### config.mk
export PLATFORM = sky130hd
export DESIGN_NAME = iq_boxcar_decim
export DESIGN_NICKNAME = d
export VERILOG_FILES = /design/src/rtl/iq_decim_pkg.sv /design/src/rtl/iq_phase_seq.sv /design/src/rtl/iq_accum.sv /design/src/rtl/iq_out_stage.sv /design/src/rtl/iq_boxcar_decim.sv
export SDC_FILE = /design/constraint.sdc
export NUM_CORES = 1
export LEC_CHECK = 0
export CAP_MARGIN = 10
export CORE_AREA = 2 2 182 166
export CTS_CLUSTER_SIZE = 28
export DETAILED_ROUTE_END_ITERATION = 7
export DIE_AREA = 0 0 184 168
export SYNTH_ARGS = -nofsm -noshare
export SYNTH_HDL_FRONTEND = slang
export SYNTH_SLANG_ARGS = --single-unit
export TNS_END_PERCENT = 100
### constraint.sdc
create_clock -name clk_i -period 5.1 [get_ports clk_i]
set_input_delay 1.02 -clock clk_i [delete_from_list [all_inputs] [get_ports clk_i]]
set_output_delay 1.02 -clock clk_i [all_outputs]
set_load 0.05 [all_outputs]
### src/rtl/iq_decim_pkg.sv
package iq_decim_pkg;

  // Position inside a group of four samples taken at four times the IF.
  typedef enum logic [1:0] {
    PH_I_ADD = 2'd0,
    PH_Q_ADD = 2'd1,
    PH_I_SUB = 2'd2,
    PH_Q_SUB = 2'd3
  } phase_e;

  // Reduce a requested setting to the largest one the accumulator can hold.
  function automatic logic [3:0] clamp_sel(input logic [3:0] sel, input int unsigned max_sel);
    if (int'(sel) > int'(max_sel)) begin
      return 4'(max_sel);
    end
    return sel;
  endfunction

endpackage

### src/rtl/iq_phase_seq.sv
module iq_phase_seq
  import iq_decim_pkg::*;
#(
  parameter int unsigned SEL_W  = 4,
  parameter int unsigned MAX_DF = 14,
  parameter int unsigned CNT_W  = 14
) (
  input  logic             clk_i,
  input  logic             rst_ni,
  input  logic             sync_i,
  input  logic [SEL_W-1:0] dec_sel_i,
  output logic             restart_o,
  output logic             last_o,
  output logic [1:0]       phase_o,
  output logic [SEL_W-1:0] df_o
);

  logic             first_q, first_d;
  phase_e           phase_q, phase_d;
  logic [CNT_W-1:0] quad_q, quad_d;
  logic [SEL_W-1:0] df_q, df_d;
  logic [CNT_W-1:0] quad_lim;
  logic             restart;
  logic             quad_end;

  assign restart  = sync_i | first_q;
  assign quad_lim = CNT_W'((64'd1 << df_q) - 64'd1);
  assign quad_end = (phase_q == PH_Q_SUB);
  assign last_o   = !restart && quad_end && (quad_q == quad_lim);

  assign restart_o = restart;
  assign phase_o   = phase_q;
  assign df_o      = df_q;

  always_comb begin
    first_d = 1'b0;
    phase_d = phase_q;
    quad_d  = quad_q;
    df_d    = df_q;
    if (restart) begin
      phase_d = PH_I_ADD;
      quad_d  = '0;
      df_d    = SEL_W'(clamp_sel(4'(dec_sel_i), MAX_DF));
    end else begin
      phase_d = phase_e'(phase_q + 2'd1);
      if (quad_end) begin
        quad_d = last_o ? '0 : quad_q + 1'b1;
      end
    end
  end

  always_ff @(posedge clk_i or negedge rst_ni) begin
    if (!rst_ni) begin
      first_q <= 1'b1;
      phase_q <= PH_I_ADD;
      quad_q  <= '0;
      df_q    <= '0;
    end else begin
      first_q <= first_d;
      phase_q <= phase_d;
      quad_q  <= quad_d;
      df_q    <= df_d;
    end
  end

endmodule

### src/rtl/iq_accum.sv
module iq_accum #(
  parameter int unsigned SMP_W = 14,
  parameter int unsigned ACC_W = 29,
  parameter int unsigned CH    = 0
) (
  input  logic                    clk_i,
  input  logic                    rst_ni,
  input  logic                    clr_i,
  input  logic                    last_i,
  input  logic [1:0]              phase_i,
  input  logic signed [SMP_W-1:0] smp_i,
  output logic signed [ACC_W-1:0] sum_o
);

  localparam int unsigned EXT_W = ACC_W - SMP_W;

  logic signed [ACC_W-1:0] acc_q, acc_d;
  logic signed [ACC_W-1:0] smp_ext;
  logic signed [ACC_W-1:0] term;
  logic                    mine;
  logic                    negate;

  assign smp_ext = {{EXT_W{smp_i[SMP_W-1]}}, smp_i};
  assign mine    = (phase_i[0] == CH[0]);
  assign negate  = phase_i[1];

  always_comb begin
    term = '0;
    if (mine) begin
      term = negate ? -smp_ext : smp_ext;
    end
  end

  assign sum_o = acc_q + term;

  always_comb begin
    acc_d = sum_o;
    if (clr_i || last_i) begin
      acc_d = '0;
    end
  end

  always_ff @(posedge clk_i or negedge rst_ni) begin
    if (!rst_ni) begin
      acc_q <= '0;
    end else begin
      acc_q <= acc_d;
    end
  end

endmodule

### src/rtl/iq_out_stage.sv
module iq_out_stage #(
  parameter int unsigned ACC_W = 29,
  parameter int unsigned OUT_W = 16,
  parameter int unsigned SEL_W = 4
) (
  input  logic                    clk_i,
  input  logic                    rst_ni,
  input  logic                    load_i,
  input  logic [SEL_W-1:0]        df_i,
  input  logic signed [ACC_W-1:0] sum_i_i,
  input  logic signed [ACC_W-1:0] sum_q_i,
  input  logic                    ovr_i,
  output logic signed [OUT_W-1:0] i_o,
  output logic signed [OUT_W-1:0] q_o,
  output logic                    ovr_o,
  output logic                    valid_o
);

  logic signed [OUT_W-1:0] i_q, i_d, q_q, q_d;
  logic                    ovr_q, ovr_d;
  logic                    vld_q, vld_d;
  logic [SEL_W:0]          shamt;
  logic signed [ACC_W-1:0] i_sh, q_sh;

  assign shamt = {1'b0, df_i} + 1'b1;
  assign i_sh  = sum_i_i >>> shamt;
  assign q_sh  = sum_q_i >>> shamt;

  always_comb begin
    i_d   = i_q;
    q_d   = q_q;
    ovr_d = ovr_q;
    vld_d = load_i;
    if (load_i) begin
      i_d   = OUT_W'(i_sh);
      q_d   = OUT_W'(q_sh);
      ovr_d = ovr_i;
    end
  end

  always_ff @(posedge clk_i or negedge rst_ni) begin
    if (!rst_ni) begin
      i_q   <= '0;
      q_q   <= '0;
      ovr_q <= 1'b0;
      vld_q <= 1'b0;
    end else begin
      i_q   <= i_d;
      q_q   <= q_d;
      ovr_q <= ovr_d;
      vld_q <= vld_d;
    end
  end

  assign i_o     = i_q;
  assign q_o     = q_q;
  assign ovr_o   = ovr_q;
  assign valid_o = vld_q;

endmodule

### src/rtl/iq_boxcar_decim.sv
module iq_boxcar_decim #(
  parameter int unsigned SMP_W = 14,
  parameter int unsigned ACC_W = 29,
  parameter int unsigned OUT_W = 16,
  parameter int unsigned SEL_W = 4
) (
  input  logic             clk_i,
  input  logic             rst_ni,
  input  logic             sync_i,
  input  logic [SEL_W-1:0] dec_sel_i,
  input  logic [SMP_W:0]   adc_word_i,
  output logic [OUT_W-1:0] i_out_o,
  output logic [OUT_W-1:0] q_out_o,
  output logic             ovr_o,
  output logic             valid_o
);

  // Largest setting whose full-scale sum still fits the accumulator.
  localparam int unsigned MAX_DF = ACC_W - 1 - SMP_W;
  localparam int unsigned CNT_W  = (MAX_DF > 0) ? MAX_DF : 1;
  localparam int unsigned NCH    = 2;

  logic                    restart;
  logic                    last;
  logic [1:0]              phase;
  logic [SEL_W-1:0]        df;
  logic signed [SMP_W-1:0] smp;
  logic                    smp_ovr;
  logic signed [ACC_W-1:0] sums [NCH];
  logic                    ovr_acc_q, ovr_acc_d;
  logic                    ovr_win;
  logic signed [OUT_W-1:0] i_res, q_res;

  assign smp     = adc_word_i[SMP_W-1:0];
  assign smp_ovr = adc_word_i[SMP_W];

  iq_phase_seq #(
    .SEL_W  (SEL_W),
    .MAX_DF (MAX_DF),
    .CNT_W  (CNT_W)
  ) u_seq (
    .clk_i     (clk_i),
    .rst_ni    (rst_ni),
    .sync_i    (sync_i),
    .dec_sel_i (dec_sel_i),
    .restart_o (restart),
    .last_o    (last),
    .phase_o   (phase),
    .df_o      (df)
  );

  for (genvar ch = 0; ch < NCH; ch++) begin : g_chan
    iq_accum #(
      .SMP_W (SMP_W),
      .ACC_W (ACC_W),
      .CH    (ch)
    ) u_acc (
      .clk_i   (clk_i),
      .rst_ni  (rst_ni),
      .clr_i   (restart),
      .last_i  (last),
      .phase_i (phase),
      .smp_i   (smp),
      .sum_o   (sums[ch])
    );
  end

  // Sticky overrange over the current window.
  assign ovr_win = ovr_acc_q | smp_ovr;

  always_comb begin
    ovr_acc_d = ovr_win;
    if (restart || last) begin
      ovr_acc_d = 1'b0;
    end
  end

  always_ff @(posedge clk_i or negedge rst_ni) begin
    if (!rst_ni) begin
      ovr_acc_q <= 1'b0;
    end else begin
      ovr_acc_q <= ovr_acc_d;
    end
  end

  iq_out_stage #(
    .ACC_W (ACC_W),
    .OUT_W (OUT_W),
    .SEL_W (SEL_W)
  ) u_out (
    .clk_i   (clk_i),
    .rst_ni  (rst_ni),
    .load_i  (last),
    .df_i    (df),
    .sum_i_i (sums[0]),
    .sum_q_i (sums[1]),
    .ovr_i   (ovr_win),
    .i_o     (i_res),
    .q_o     (q_res),
    .ovr_o   (ovr_o),
    .valid_o (valid_o)
  );

  assign i_out_o = i_res;
  assign q_out_o = q_res;

endmodule

==> summary.txt <==
GRT
  • Global-route wire length before repair: ~84 mm
  • Grt total ovfl: 0
  • Largest net degree at the start of global routing: 115
  • Busiest grt layer: met2
  • Total Routing Usage GR: 0.349
  • Met2 Usage GRT: 0.546
  • Met3 GRT Util: 0.0619
  • Vias in the first global route: 14.8k
  • Antenna violations before repair: 1
  • GR Layer Usage met1: 0.475

Floorplan
  • Full die area: a little over 30000 µm²
  • I/O pin count: between 50 and 60
  • Die height: between 150 and 200 µm
  • Total core area: slightly below 30000 µm²
  • Site Rows: 60
  • Starting Density: 0.438
  • Die X: roughly 180 µm

Synthesis
  • Synthesized area per cell: between 7 and 8 µm²
  • Post-synth EDFFs: 0
  • Most frequent cell after synthesis: nor2_1
  • Cell taking the most area after synthesis: dfrtp_1
  • Synth Register Bits: about 110
  • Share of the synthesized area in the top cell type: 0.220
  • Top FF cell, synth: dfrtp_1
  • Ranking of synthesized cells by area: dfrtp_1, ha_1, nor2_1
  • Async SR Flop Fraction: 1.00
  • Gate Count Post-Synth: between 1.5k and 2k
  • Sequential area share after synthesis: 0.222
  • Net Count, Synth: between 1.5k and 2k
  • Synthesis Warnings: 0
  • Post-Syn Area: ~13000 µm²
  • Synth cell count leaders: nor2_1, nand2_1, a21oi_1
  • Distinct cells, synth: 86

Drt
  • DRT Wirelength: about 55 mm
  • Vias: 15.6k
  • 1st-pass router iterations: 6
  • # DRC: 0
  • Drt wl/cell: between 20 and 25 µm
  • Post-route ant nets: 0
  • First DRT Iteration DRCs: ~1.7k
  • Vias/cell: 6.31

Critical path
  • Crit path max-delay family: compound AO/OA/AOI/OAI gates
  • Crit-path slowest cell: mux4_2
  • Cell Chain, Critical Path: dlygate4sd2_1, nor4_4, buf_4, buf_4, nand2_1, nand2_2, xor2_2, buf_4, nor2_1, ha_1, a21oi_2, o21ai_4, buf_4, o21a_2, o21a_1, or2_4, mux4_2, o211ai_1, o41ai_4, buf_4, a211oi_1
  • CP dominant cell by count: buf_4
  • CP Capture Type: flip-flop
  • Buf/Inv on CP: 6
  • RR Startpoint: u_seq.df_o[0]$_DFFE_PN0N_
  • CP arrival: 5.40 ns
  • Worst setup path category: in2reg
  • Crit path required time: 5.45 ns
  • CP max stage delay: around 0.51 ns
  • CP startpoint kind: primary input
  • Critical path fanouts, max: 4
  • CP Launch Point: adc_word_i[4]

Pwr
  • Pleak: a little over 8 nW
  • Clock group share of total power: 0.289
  • Peak VDD IR: 274 µV
  • PwrDens: 249 nW/µm²
  • Sw Share: 0.401
  • Sequential Power Share: 0.211
  • Sw Pwr: roughly 1.8 mW
  • Logic pwr share: 0.499
  • Pint: approximately 2.8 mW

Clocking
  • Number of clock sinks: 114
  • Clock slew at reported path FFs: 0.06 ns
  • Root Buffer: clkbuf_16
  • CTS max path bufs: 2
  • Hold buffer count at CTS: 0
  • H-tree depth: 4
  • CTS buffer count: 17
  • CTS tree: built
  • Worst-skew pair later-pin latency: around 0.45 ns

Timing
  • Worst-Margin Slew: between 1 and 1.5 ns
  • Max_slew headroom: 0.258
  • Final hold violation count: 0
  • F_max: approximately 0.20 GHz
  • Tmin final: 5.04 ns
  • RSZ-0062 raised after global routing: yes
  • Final worst path period share: 0.989
  • Final setup viols: 0
  • Clock Skew: between 0.02 and 0.025 ns
  • Slew Limit Fails: 0
  • Fin Setup TNS: 0 ns

Outcome
  • Status: finished, final reports clean

Worst hold path
  • Type of the most critical hold path: reg2reg
  • Worst Hold Launch: u_out.i_o[6]$_DFFE_PN0P_

Final layout
  • Area Overhead vs Synth: 43.9%
  • Ant diodes: 0
  • Layout cells sized above 1: 0.337
  • Nets: 2177
  • Final instance area: roughly 18000 µm²

Placement
  • Final GP Congestion: between 0.9 and 1
  • Port bufs: 55
  • Total placed instance area: around 17000 µm²
  • Post-DP HPWL: around 40 mm

Flow run
  • Max-Cap Viols: 0
[registers in the layout, indices dropped and copies added (netlist names)]
register / flops
u_out.valid_o: 1
u_seq.phase_o: 2
u_seq.first_q: 1
u_seq.quad_q: 14
u_seq.df_o: 4
ovr_acc_q: 1
u_out.i_o: 16
u_out.q_o: 16
g_chan.u_acc.acc_q: 58
u_out.ovr_o: 1
[stage by stage]
step	total power [mW]	hold slack [ns]	util	worst slack, ns	std cells
2_1_floorplan	2.13	0.444	-	0.00791	1694
3_5_place_dp	3.03	0.467	0.566	-0.915	2410
6_report	4.60	0.473	0.631	0.0560	2470
4_1_cts	4.41	0.476	0.601	0.0128	2450
3_3_place_gp	3.02	0.453	0.566	-0.886	2410
5_1_grt	4.77	0.491	0.631	-0.0738	2470
[routing by layer]
metal / routed length, µm / vias up
met2: 24900 / 735
met5: 12 / -
met1: 23300 / 7552
li1: - / 7173
met4: 2150 / 2
met3: 4450 / 134
[what timing repair did]
action / CTS / global route
pin swaps: 33 / 60
gates resized for setup: 87 / 153
buffers inserted: 10 / 20
setup endpoints to repair: 32 / 32
gates cloned: 0 / 0
hold endpoints to repair: 0 / 0
[cell type report]
cell class                      count  area (µm²)
Clock buffer                       20         457
Clock inverter                     10         159
Fill cell                        2541       10800
Inverter                           31         116
Multi-Input combinational cell   1421       10500
Sequential cell                   114        2860
Tap cell                          372         465
Timing Repair Buffer              502        3960
[cell usage in the layout, fill, tap and decap left out, types with 20 or more instances in the layout]
master / instances
a21o_1: 23
ha_1: 54
xnor2_1: 31
a21oi_1: 117
dfrtp_1: 112
nor2_1: 196
nand2_1: 149
nand4_1: 30
mux4_2: 20
inv_1: 28
a31oi_1: 20
o211ai_1: 29
nand3_1: 50
o21ai_0: 83
and2_1: 20
and3_1: 36
clkdlybuf4s50_1: 44
buf_4: 439
mux2i_1: 24
nor3_1: 41
a211oi_1: 23
xor2_1: 23
[power by group through the flow]
stage,clock [mW],combinational [mW],sequential [mW]
final,1.33,2.30,0.973
after global routing,1.37,2.43,0.977
after CTS,1.33,2.10,0.971
after detailed placement,0,2.04,0.986
after global placement,0,2.03,0.985
after floorplan,0,1.10,1.03
[worst min-delay path, cell delays in order, from the launching register on]
cell     delay [ns]
dfrtp_1        0.34
nand2_1        0.05
nand2_1        0.05
[final timing paths]
check	endpoint	slack (ns)	cells past startpoint
hold / removal	u_out.i_o[6]$_DFFE_PN0P_	0.47	2
max in group asynchronous	u_seq.df_o[0]$_DFFE_PN0N_	3.89	2
hold reg to reg	u_out.i_o[6]$_DFFE_PN0P_	0.47	2
setup / recovery	u_out.i_o[8]$_DFFE_PN0P_	0.06	21
setup reg to reg	u_out.q_o[7]$_DFFE_PN0P_	0.40	14
min in group asynchronous	g_chan[1].u_acc.acc_q[5]$_DFF_PN0_	0.65	2
[cell families (layout without fill, tap and decap cells)]
kind of cell               Yosys count  in the layout  synth area share
muxes                               59             59            0.0667
other                                1              1          0.000292
xor gates and xnor gates            70             70            0.0478
adders and majority gates           68             68            0.0675
buffers and inverters              159            563            0.0490
AOI/OAI and AO/OA                  562            562             0.295
DFF                                114            114             0.222
and+or+nand+nor                    661            661             0.252
Note: power is estimated with default switching activity, not from simulation.
